### src/rtl/gpio_cause_pkg.sv
package gpio_cause_pkg;

  localparam int unsigned REG_ADDR_W = 12;

  // Word addresses of the register map
  localparam logic [REG_ADDR_W-1:0] ADDR_INVERT = 12'h10C;
  localparam logic [REG_ADDR_W-1:0] ADDR_VALUE  = 12'h110;
  localparam logic [REG_ADDR_W-1:0] ADDR_ECAUSE = 12'h114;
  localparam logic [REG_ADDR_W-1:0] ADDR_EEN    = 12'h118;
  localparam logic [REG_ADDR_W-1:0] ADDR_LEN    = 12'h11C;

  typedef enum logic [2:0] {
    SEL_NONE,
    SEL_INVERT,
    SEL_VALUE,
    SEL_ECAUSE,
    SEL_EEN,
    SEL_LEN
  } reg_sel_e;

  function automatic reg_sel_e decode_addr(input logic [REG_ADDR_W-1:0] addr);
    reg_sel_e sel;
    case (addr)
      ADDR_INVERT: sel = SEL_INVERT;
      ADDR_VALUE:  sel = SEL_VALUE;
      ADDR_ECAUSE: sel = SEL_ECAUSE;
      ADDR_EEN:    sel = SEL_EEN;
      ADDR_LEN:    sel = SEL_LEN;
      default:     sel = SEL_NONE;
    endcase
    return sel;
  endfunction

endpackage

### src/rtl/gpio_sync.sv
module gpio_sync #(
  parameter int unsigned WIDTH  = 32,
  parameter int unsigned STAGES = 2
) (
  input  logic             clk,
  input  logic             rst,
  input  logic [WIDTH-1:0] async_i,
  output logic [WIDTH-1:0] sync_o
);

  logic [WIDTH-1:0] stage_q [STAGES];

  for (genvar s = 0; s < STAGES; s++) begin : g_stage
    if (s == 0) begin : g_first
      always_ff @(posedge clk) begin
        if (rst) stage_q[s] <= '0;
        else     stage_q[s] <= async_i;
      end
    end else begin : g_next
      always_ff @(posedge clk) begin
        if (rst) stage_q[s] <= '0;
        else     stage_q[s] <= stage_q[s-1];
      end
    end
  end

  assign sync_o = stage_q[STAGES-1];

endmodule

### src/rtl/gpio_edge_latch.sv
module gpio_edge_latch #(
  parameter int unsigned WIDTH = 32
) (
  input  logic             clk,
  input  logic             rst,
  input  logic [WIDTH-1:0] value_i,
  input  logic             clr_en_i,
  input  logic [WIDTH-1:0] keep_i,
  output logic [WIDTH-1:0] cause_o
);

  logic [WIDTH-1:0] prev_q;
  logic [WIDTH-1:0] cause_q;
  logic [WIDTH-1:0] rise;
  logic [WIDTH-1:0] kept;

  assign rise = value_i & ~prev_q;
  assign kept = clr_en_i ? (cause_q & keep_i) : cause_q;

  always_ff @(posedge clk) begin
    if (rst) begin
      prev_q  <= '0;
      cause_q <= '0;
    end else begin
      prev_q  <= value_i;
      // a new rise takes precedence over a clear in the same cycle
      cause_q <= kept | rise;
    end
  end

  assign cause_o = cause_q;

endmodule

### src/rtl/gpio_cause_regs.sv
module gpio_cause_regs
  import gpio_cause_pkg::*;
#(
  parameter int unsigned WIDTH = 32
) (
  input  logic                  clk,
  input  logic                  rst,
  input  logic [REG_ADDR_W-1:0] addr_i,
  input  logic                  wr_i,
  input  logic [WIDTH-1:0]      wdata_i,
  input  logic [WIDTH-1:0]      value_i,
  input  logic [WIDTH-1:0]      ecause_i,
  output logic [WIDTH-1:0]      invert_o,
  output logic [WIDTH-1:0]      een_o,
  output logic [WIDTH-1:0]      len_o,
  output logic                  ecause_wr_o,
  output logic [WIDTH-1:0]      rdata_o
);

  reg_sel_e         sel;
  logic [WIDTH-1:0] invert_q;
  logic [WIDTH-1:0] een_q;
  logic [WIDTH-1:0] len_q;
  logic [WIDTH-1:0] rdata_q;
  logic [WIDTH-1:0] rd_mux;

  assign sel = decode_addr(addr_i);

  always_ff @(posedge clk) begin
    if (rst) begin
      invert_q <= '0;
      een_q    <= '0;
      len_q    <= '0;
    end else if (wr_i) begin
      case (sel)
        SEL_INVERT: invert_q <= wdata_i;
        SEL_EEN:    een_q    <= wdata_i;
        SEL_LEN:    len_q    <= wdata_i;
        default:    ;
      endcase
    end
  end

  always_comb begin
    case (sel)
      SEL_INVERT: rd_mux = invert_q;
      SEL_VALUE:  rd_mux = value_i;
      SEL_ECAUSE: rd_mux = ecause_i;
      SEL_EEN:    rd_mux = een_q;
      SEL_LEN:    rd_mux = len_q;
      default:    rd_mux = '0;
    endcase
  end

  always_ff @(posedge clk) begin
    if (rst) rdata_q <= '0;
    else     rdata_q <= rd_mux;
  end

  assign invert_o    = invert_q;
  assign een_o       = een_q;
  assign len_o       = len_q;
  assign ecause_wr_o = wr_i && (sel == SEL_ECAUSE);
  assign rdata_o     = rdata_q;

endmodule

### src/rtl/gpio_group_or.sv
module gpio_group_or #(
  parameter int unsigned WIDTH       = 32,
  parameter int unsigned GROUP_LINES = 8,
  localparam int unsigned GROUPS     = WIDTH / GROUP_LINES
) (
  input  logic              clk,
  input  logic              rst,
  input  logic [WIDTH-1:0]  cause_i,
  output logic [GROUPS-1:0] irq_o
);

  logic [GROUPS-1:0] irq_q;

  for (genvar g = 0; g < GROUPS; g++) begin : g_grp
    always_ff @(posedge clk) begin
      if (rst) irq_q[g] <= 1'b0;
      else     irq_q[g] <= |cause_i[g*GROUP_LINES +: GROUP_LINES];
    end
  end

  assign irq_o = irq_q;

endmodule

### src/rtl/gpio_cause_ctrl.sv
module gpio_cause_ctrl
  import gpio_cause_pkg::*;
#(
  parameter int unsigned NUM_LINES   = 32,
  parameter int unsigned GROUP_LINES = 8,
  parameter int unsigned SYNC_STAGES = 2,
  localparam int unsigned NUM_GROUPS = NUM_LINES / GROUP_LINES
) (
  input  logic                  clk,
  input  logic                  rst,
  input  logic [NUM_LINES-1:0]  pin_i,
  input  logic [NUM_LINES-1:0]  pin_is_input_i,
  input  logic [REG_ADDR_W-1:0] reg_addr_i,
  input  logic                  reg_wr_i,
  input  logic [NUM_LINES-1:0]  reg_wdata_i,
  output logic [NUM_LINES-1:0]  reg_rdata_o,
  output logic [NUM_GROUPS-1:0] group_irq_o
);

  logic [NUM_LINES-1:0] pin_sync;
  logic [NUM_LINES-1:0] invert;
  logic [NUM_LINES-1:0] line_value;
  logic [NUM_LINES-1:0] edge_cause;
  logic [NUM_LINES-1:0] edge_en;
  logic [NUM_LINES-1:0] level_en;
  logic [NUM_LINES-1:0] line_cause;
  logic                 ecause_wr;

  gpio_sync #(
    .WIDTH  (NUM_LINES),
    .STAGES (SYNC_STAGES)
  ) u_sync (
    .clk     (clk),
    .rst     (rst),
    .async_i (pin_i),
    .sync_o  (pin_sync)
  );

  assign line_value = pin_sync ^ invert;

  gpio_cause_regs #(
    .WIDTH (NUM_LINES)
  ) u_regs (
    .clk         (clk),
    .rst         (rst),
    .addr_i      (reg_addr_i),
    .wr_i        (reg_wr_i),
    .wdata_i     (reg_wdata_i),
    .value_i     (line_value),
    .ecause_i    (edge_cause),
    .invert_o    (invert),
    .een_o       (edge_en),
    .len_o       (level_en),
    .ecause_wr_o (ecause_wr),
    .rdata_o     (reg_rdata_o)
  );

  gpio_edge_latch #(
    .WIDTH (NUM_LINES)
  ) u_edge (
    .clk      (clk),
    .rst      (rst),
    .value_i  (line_value),
    .clr_en_i (ecause_wr),
    .keep_i   (reg_wdata_i),
    .cause_o  (edge_cause)
  );

  assign line_cause = ((line_value & level_en) | (edge_cause & edge_en)) & pin_is_input_i;

  gpio_group_or #(
    .WIDTH       (NUM_LINES),
    .GROUP_LINES (GROUP_LINES)
  ) u_group (
    .clk     (clk),
    .rst     (rst),
    .cause_i (line_cause),
    .irq_o   (group_irq_o)
  );

endmodule

### config.mk
export PLATFORM = sky130hd
export DESIGN_NAME = gpio_cause_ctrl
export DESIGN_NICKNAME = d
export VERILOG_FILES = /design/src/rtl/gpio_cause_pkg.sv /design/src/rtl/gpio_sync.sv /design/src/rtl/gpio_edge_latch.sv /design/src/rtl/gpio_cause_regs.sv /design/src/rtl/gpio_group_or.sv /design/src/rtl/gpio_cause_ctrl.sv
export SDC_FILE = /design/constraint.sdc
export NUM_CORES = 1
export LEC_CHECK = 0
export CAP_MARGIN = 30
export CORE_ASPECT_RATIO = 0.7
export CORE_MARGIN = 4
export CORE_UTILIZATION = 50
export CTS_BUF_LIST = sky130_fd_sc_hd__clkbuf_4
export CTS_CLUSTER_SIZE = 24
export DETAILED_ROUTE_END_ITERATION = 16
export GPL_TIMING_DRIVEN = 1
export PLACE_DENSITY = 0.73
export SLEW_MARGIN = 30
export SYNTH_ARGS = -nofsm -noshare
export SYNTH_HDL_FRONTEND = slang
export SYNTH_SLANG_ARGS = --single-unit
### constraint.sdc
create_clock -name clk -period 2.3 [get_ports clk]
set_input_delay 0.345 -clock clk [delete_from_list [all_inputs] [get_ports clk]]
set_output_delay 0.345 -clock clk [all_outputs]
set_load 0.01 [all_outputs]
# Word-level counts from Yosys, hierarchy flattened
# Memory sizes are Yosys's and may differ from the RTL's.
# Cells that the tools add are included.
[word_totals]
ff_bits = 196
mem_bits_rw = 64
inputBits = 111
output_inout_bits = 36
wordCells = 48
n_memories = 1
[op_classes]
eq_ne = 10
muxes = 8
bitwise_logic = 11
n_reduce_logical = 8
[mem_list]
columns = ["memory", "words", "width", "read_ports", "rd_ports_with_merged_regs", "write_ports", "line", "rtl"]
rows = [
  ["u_sync.stage_q", 2, 32, 2, 0, 2, "gpio_sync.sv:11", "logic [WIDTH-1:0] stage_q [STAGES];"],
]
[op_table]
columns = ["op", "n"]
rows = [
  ["$and 32x32->32", 5],
  ["$pmux 32 s5", 1],
  ["$mux 32", 3],
  ["$or 32x32->32", 2],
  ["$eq 12x9->1 const B", 5],
  ["$not 32->32", 1],
  ["$reduce_or 8->1", 4],
  ["$xor 32x32->32", 1],
  ["$pmux 3 s5", 1],
  ["$eq 3x2->1 const B", 2],
  ["$eq 3x3->1 const B", 2],
  ["$reduce_and 2->1", 3],
  ["$eq 3x1->1 const B", 1],
  ["$mux 1", 3],
  ["$or 1x1->1", 2],
  ["$logic_and 1x1->1", 1],
]

# Depth between registers and ports, before layout
# Gate-level depths: netlist (run 1).
[depth]
ltp_word = 6
depth_mapped = 7
ltp_nobuf = 4

# Cells and area by module
# Synthesis (run 1) repeated with hierarchy kept, for this count alone.
[hier_totals]
hier_cells = 1070
hier_area_um2 = 10455.0
[by_module_without_submodules]
columns = ["mod", "instances", "cells_each", "area_each_um2", "seq_area_each_um2"]
rows = [
  ["gpio_cause_regs", 1, 585, 5263.8, 2562.5],
  ["gpio_edge_latch", 1, 238, 2362.3, 1281.2],
  ["gpio_sync", 1, 135, 1918.1, 1281.2],
  ["gpio_cause_ctrl", 1, 96, 760.7, 0.0],
  ["gpio_group_or", 1, 16, 150.1, 80.1],
]

# Least setup slack after synthesis (run 1)
# Ideal clock, no wire load.
[synth_path]
path_type = "input -> register"
start = "input reg_addr_i[7]"
end = "register u_regs.len_q[10] (netlist: u_regs.len_o[10])"
setup_time_ps = 132
arrival_time_ps = 1784
required_time_ps = 2168
slack_ps = 383
cell_stages = 6
path_buffers = 2
path_cell_list = "or4b_4 > or4_1 > buf_2 > buf_6 > nand2_1 > a21oi_1"
[synth_between]
elab_chain_cells = 4
word_cells_on_any_way = 8
cone_classes = "eq/ne (6); mux (1); reduce/logical (1)"
[synth_lines]
columns = ["item", "line", "rtl"]
rows = [
  ["from (decl)", "gpio_cause_ctrl.sv:13", "input logic [REG_ADDR_W-1:0] reg_addr_i,"],
  ["$eq 12x9->1", "gpio_cause_pkg.sv:23", "case (addr)"],
  ["$pmux 3 s5 *", "gpio_cause_pkg.sv:23", ""],
  ["$eq 3x3->1 *", "gpio_cause_regs.sv:35", "case (sel)"],
  ["$reduce_and 2->1 (no line) *", "--", ""],
  ["to (signal assigned)", "gpio_cause_regs.sv:38", "SEL_LEN: len_q <= wdata_i;"],
  ["to (decl)", "gpio_cause_regs.sv:23", "logic [WIDTH-1:0] len_q;"],
]
# Mark *: on every way between the ends. The rest lies on a longest branch, timed or not.
# A chain may end at the register's enable or synchronous reset.

# Worst setup path after layout (run 1)
[layout_path]
start = "register u_regs.rdata_q[0] (netlist: u_regs.rdata_o[0])"
end = "output reg_rdata_o[0]"
[layout_lines]
columns = ["item", "line", "rtl"]
rows = [
  ["from (decl)", "gpio_cause_regs.sv:24", "logic [WIDTH-1:0] rdata_q;"],
  ["from (signal assigned)", "gpio_cause_regs.sv:57", "else rdata_q <= rd_mux;"],
  ["to (decl)", "gpio_cause_ctrl.sv:16", "output logic [NUM_LINES-1:0] reg_rdata_o,"],
]
# No word-level cell between the ends.

==> impl_metrics.json, run 1 <==
{
  "postCtsHoldBufs": 0,
  "final-setup-viol-count": 0,
  "fin_setup_tns_ps": 0,
  "cts_resized": 0,
  "routed.top_layer": "met4",
  "die_h_um": 128,
  "slowest_stage": "clkdlybuf4s50_1",
  "combinationalPowerShare_pct": 6.8,
  "end_kind": "output port",
  "fin_crit_sh_pct": 85.0,
  "fin_skew_ps": 24.8,
  "worstHoldPathType": "primary input to register",
  "relSlewSlack_pct": 65.7,
  "pwr-share-seq_pct": 52.7,
  "crit_chain": "clkdlybuf4s50_1",
  "vias": 9214,
  "drv_cap": 0,
  "cts-root-buf": "clkbuf_4",
  "h-tree-depth": 2,
  "p_clk_share_pct": 40.5,
  "vias_per_cell": 5.39,
  "ys_warn_count": 0,
  "status": "finished clean",
  "grt_usage_pct": 24.6,
  "num_rows": 43,
  "synth.area.top_cells": "dfxtp_1, nand2_1, a21oi_1, nor2_1, nor2b_1",
  "worstSetupStartpointType": "register",
  "syn_nets": 1329,
  "io_buffers": 146,
  "grt_max_degree": 72,
  "dr.pass1.iters": 5,
  "p_switching_mw": 2.10,
  "clk_latency_ps": 680,
  "fin_crit_ps": 1960,
  "post-place-ws_ps": -192,
  "synthCells": 1218,
  "area_growth_syn_to_layout_pct": 25.9,
  "grt_pass1_wl_um": 45100,
  "drtIter0Drc": 737,
  "dp_hpwl_um": 19100,
  "crit_required_ps": 1960,
  "syn-cell-area_mm2": 0.0103,
  "cts_setup_buffers": 0,
  "wl_per_cell_um": 16.9,
  "crit_fanout": 1,
  "arrival_ps": 1610,
  "leakage_nw": 4.77,
  "synthFlopType": "dfxtp_1",
  "reg2reg_slack_ps": 950,
  "overflow": 0,
  "core_mm2": 0.0200,
  "io_pins": 147,
  "ir_worst_vdd_uv": 401,
  "cp_num_buf_inv": 1,
  "holdWs_ps": 78.7,
  "async_flop_share_pct": 0,
  "rsz0062_at_grt": "no",
  "met2_length_um": 12900,
  "hold_viol": 0,
  "clk_pin_slew_ps": 70,
  "cpPeakStageDelay_ps": 550,
  "clkSinkCount": 260,
  "synth_edf_count": 0,
  "setup_ws_ps": 345,
  "ant_nets": 0,
  "ys_ff_latch": 260,
  "grt_pass1_vias": 8742,
  "synth_top_area_share_pct": 50.7,
  "critical_path_class": "register to output port",
  "avgSynthCellArea_um2": 8.43,
  "totalWireLength_um": 28900,
  "routedLengthMet1_um": 13000,
  "nets": 1507,
  "drc": 0,
  "tightestPinTransition_ps": 514,
  "dieArea_mm2": 0.0229,
  "gp_congestion": 0.851,
  "power.density_mw_per_mm2": 684,
  "cts_made_buffers": 60,
  "clockBufferDepth": 3,
  "layout-drive-gt1-share_pct": 9.74,
  "ys_seq_area_share_pct": 50.7,
  "p_sw_share_pct": 23.7,
  "die_w_um": 179,
  "start_util_pct": 51.3,
  "antenna_found_initial": 0,
  "nFillCells": 1757,
  "cts_tree": "built",
  "yosys.area.top_type": "dfxtp_1",
  "internal_power_mw": 6.74,
  "yosysUniqueCellTypes": 32,
  "clock.fmax_mhz": 511,
  "critPathTopFamily": "buffers and inverters",
  "n_antenna_cell": 0,
  "wl_met3_um": 2520,
  "slew_violations": 0
}
==> synth_stat cells, types with 3 or more instances <==
cell,instances
xnor2_1,32
a22o_1,32
buf_1,3
buf_4,3
xor2_1,32
nor2_1,167
mux2i_1,32
dfxtp_1,260
nand4_1,11
clkbuf_1,55
o21ai_1,30
a31oi_1,4
nor2b_1,65
a211oi_1,32
nand3_1,64
buf_6,3
a21oi_1,129
buf_2,10
and4_1,11
nand2_1,226
==> worst paths after layout <==
path	startpoint	end	cells after the start
hold / removal	rst	u_edge.prev_q[11]	2
setup reg to reg	u_regs.invert_o[5]	u_group.irq_o[0]	4
hold reg to reg	u_sync.stage_q[0][13]	u_sync.stage_q[1][13]	1
setup / recovery	u_regs.rdata_o[0]	reg_rdata_o[0]	1
==> flip-flops by register name, summed over array words and instances (netlist names) <==
register	count
u_edge.cause_o	32
u_edge.prev_q	32
u_group.irq_o	4
u_regs.een_o	32
u_regs.invert_o	32
u_regs.len_o	32
u_regs.rdata_o	32
u_sync.stage_q	64
==> cell families (layout without fill, tap and decap cells) <==
group	after synthesis	in the layout	synth area share, %
compound gates	229	229	13.2
flops	260	260	50.7
simple gates	559	559	24.4
buf+inv	74	294	3.16
xor+xnor	64	64	5.46
mux	32	32	3.12
==> per-layer routing <==
layer	vias up	global-route usage, %
li1	4483	-
met1	4275	34.9
met2	402	38.1
met3	54	5.07
met4	0	7.61
met5	-	0
==> layout make-up <==
cell class              count  area [µm²]  area share, %
flip-flops and latches    260        5200           40.3
well taps                 270         338           2.61
repair buffers            190        1880           14.5
multi-input cells         884        4760           36.8
clock buffers              87         653           5.05
clock inverters            17        91.3          0.707
==> power groups by stage <==
stage                     logic, mW  registers [mW]  clock network (mW)
after floorplan               0.256            4.74                   0
after global placement        0.581            4.76                   0
after detailed placement      0.588            4.76                   0
after CTS                     0.592            4.65                3.67
after global routing          0.642            4.66                3.88
final                         0.597            4.66                3.58
==> metrics by stage <==
step	util [%]	total power, mW	instances	area, µm²
2_1_floorplan	-	5.00	1218	10300
3_3_place_gp	60.9	5.34	1604	12200
3_5_place_dp	60.9	5.34	1604	12200
4_1_cts	64.6	8.92	1708	12900
5_1_grt	64.6	9.19	1708	12900
6_report	64.6	8.83	1708	12900
==> layout by cell type, fill, tap and decap left out, types with 37 or more instances in the layout <==
master | synthesis | routed
a21oi_1 | 129 | 129
nor2_1 | 167 | 167
clkbuf_4 | 0 | 87
nand3_1 | 64 | 64
clkdlybuf4s50_1 | 0 | 144
nand2_1 | 226 | 226
dfxtp_1 | 260 | 260
nor2b_1 | 65 | 65
buf_4 | 3 | 37
Power figures use the tool's default switching activity.
==> run 2: changes to the inputs <==
--- a/config.mk
+++ b/config.mk
@@ -10,7 +10,7 @@
 export CORE_MARGIN = 4
 export CORE_UTILIZATION = 50
 export CTS_BUF_LIST = sky130_fd_sc_hd__clkbuf_4
-export CTS_CLUSTER_SIZE = 24
+export CTS_CLUSTER_SIZE = 10
 export DETAILED_ROUTE_END_ITERATION = 16
 export GPL_TIMING_DRIVEN = 1
 export PLACE_DENSITY = 0.73
==> constraint.sdc (replaced) <==
create_clock -name clk -period 2 [get_ports clk]
set_input_delay 0.3 -clock clk [delete_from_list [all_inputs] [get_ports clk]]
set_output_delay 0.3 -clock clk [all_outputs]
set_load 0.01 [all_outputs]
==> run 2 against run 1 <==
Net effect:
- final area is 0.49% higher
- utilization increased by 0.32 points
- combinational power rose by 15%
- power is 14% higher
- first-iteration DRC count increased by 26%
- global-route usage grew 0.45 points
- setup slack got worse by 220 ps
- register-to-register slack lost 270 ps
- critical path type unchanged
==> impl_metrics.json, run 2 (synthesis gave the netlist of run 1 again) <==
{
  "leakage_nw": 4.78,
  "clk_pin_slew_ps": 70,
  "drv_cap": 0,
  "status": "finished clean",
  "crit_chain": "clkdlybuf4s50_1",
  "total_power_mw": 10.1,
  "r2r-start": "u_regs.invert_o[7]",
  "grt_pass1_wl_um": 46100,
  "fin_crit_ps": 1870,
  "vias": 9141,
  "reg2reg_slack_ps": 680,
  "hold_depth": 3,
  "drtIter0Drc": 928,
  "dieArea_mm2": 0.0229,
  "met2_length_um": 12700,
  "nets": 1507,
  "end_kind": "output port",
  "hp-start": "rst",
  "cts_setup_buffers": 0,
  "slew_violations": 0,
  "clockBufferDepth": 3,
  "totalWireLength_um": 28900,
  "clkSinkCount": 260,
  "hold_end": "u_edge.prev_q[11]",
  "io_pins": 147,
  "largest_register_ffs": 64,
  "layout-drive-gt1-share_pct": 9.87,
  "io_buffers": 146,
  "placed_area_mm2": 0.0123,
  "fin_crit_sh_pct": 93.7,
  "power.density_mw_per_mm2": 777,
  "ir_worst_vdd_uv": 396,
  "nFillCells": 1701,
  "critPathTopFamily": "buffers and inverters",
  "fin_setup_tns_ps": 0,
  "design_area_mm2": 0.0130,
  "grt_usage_pct": 25.1,
  "vias_per_cell": 5.35,
  "hold_viol": 0,
  "registers.top_by_ff_count": "u_sync.stage_q",
  "postCtsHoldBufs": 0,
  "grt_pass1_vias": 8987,
  "die_h_um": 128,
  "core_mm2": 0.0200,
  "antenna_found_initial": 0,
  "fin_skew_ps": 23.7,
  "worstSetupStartpointType": "register",
  "arrival_ps": 1570,
  "die_w_um": 179,
  "final_common_cell": "dfxtp_1",
  "reg2reg_to": "u_group.irq_o[0]",
  "crit_fanout": 1,
  "cp_num_buf_inv": 1,
  "clock.fmax_mhz": 533,
  "slowest_stage": "clkdlybuf4s50_1",
  "dp_hpwl_um": 19100,
  "critical_path_class": "register to output port",
  "rsz0062_at_grt": "no",
  "cpPeakStageDelay_ps": 550,
  "cts_tree": "built",
  "dr.pass1.iters": 5,
  "multi_input_area_mm2": 0.00476,
  "wl_met3_um": 2590,
  "final-setup-viol-count": 0,
  "seqCellArea_mm2": 0.00520,
  "wl_per_cell_um": 16.9,
  "post-place-ws_ps": -448,
  "n_antenna_cell": 0,
  "relSlewSlack_pct": 67.5,
  "clk_latency_ps": 680,
  "crit_required_ps": 1700,
  "overflow": 0,
  "gp_congestion": 0.873,
  "worst_r2r_path_depth": 4,
  "routedLengthMet1_um": 13100,
  "grt_max_degree": 113,
  "layout_common_cells": "dfxtp_1, nand2_1, nor2_1",
  "cts_made_buffers": 60,
  "num_rows": 43,
  "cts-root-buf": "clkbuf_4",
  "start_util_pct": 51.3,
  "cts_resized": 0,
  "area_growth_syn_to_layout_pct": 26.5,
  "drc": 0,
  "setup_ws_ps": 126,
  "ant_nets": 0,
  "worstHoldPathType": "primary input to register",
  "h-tree-depth": 2,
  "routed.top_layer": "met4",
  "tightestPinTransition_ps": 487
}
[run 2: cell count changes in the layout (fill, tap and decap cells not counted)]
cell / delta
buf_12: +6
buf_4: -6
bufinv_16: -1
clkbuf_4: +2
clkinv_1: -1
clkinvlp_4: +1
[run 2: layout make-up]
| type | count | share of cell area, % |
|---|---|---|
| flip-flops and latches | 260 | 40.1 |
| multi-input cells | 884 | 36.7 |
| repair buffers | 190 | 15.0 |
| clock inverters | 16 | 0.501 |
| clock buffers | 89 | 5.14 |
| well taps | 270 | 2.60 |
[run 2: per-stage QoR]
| stage | hold slack [ps] | instances | utilization (%) |
|---|---|---|---|
| final | 106 | 1709 | 64.9 |
| after global routing | 74.6 | 1709 | 64.9 |
| after CTS | 67.5 | 1709 | 64.9 |
| after detailed placement | 424 | 1604 | 61.2 |
| after global placement | 421 | 1604 | 61.2 |
| after floorplan | 414 | 1218 | - |
[run 2: worst reg2reg max path, stage by stage, from the launching register on]
cell and delay, ps:
dfxtp_1 420, xor2_1 220, nand3_1 120, and4_1 210, a31oi_1 240
[run 2: how the worst max path moves through the flow]
stage                            startpoint          endpoint  cells past startpoint
after CTS                 u_regs.rdata_o[0]    reg_rdata_o[0]                      1
after global placement        reg_addr_i[7]  u_regs.len_o[27]                      6
after global routing      u_regs.rdata_o[3]    reg_rdata_o[3]                      1
final                     u_regs.rdata_o[0]    reg_rdata_o[0]                      1
after detailed placement      reg_addr_i[7]   u_regs.len_o[3]                      6
after floorplan               reg_addr_i[7]  u_regs.len_o[10]                      6
[run 2: where the power goes]
part           switching (mW)  internal (mW)
registers              0.0660           5.29
clock network            2.03           2.02
logic                   0.334          0.353
total                    2.43           7.67
[run 2: routing by layer]
metal | vias up | GRT usage (%)
li1 | 4484 | -
met4 | 0 | 6.89
met3 | 45 | 6.07
met2 | 393 | 39.4
met5 | - | 0
met1 | 4219 | 34.8
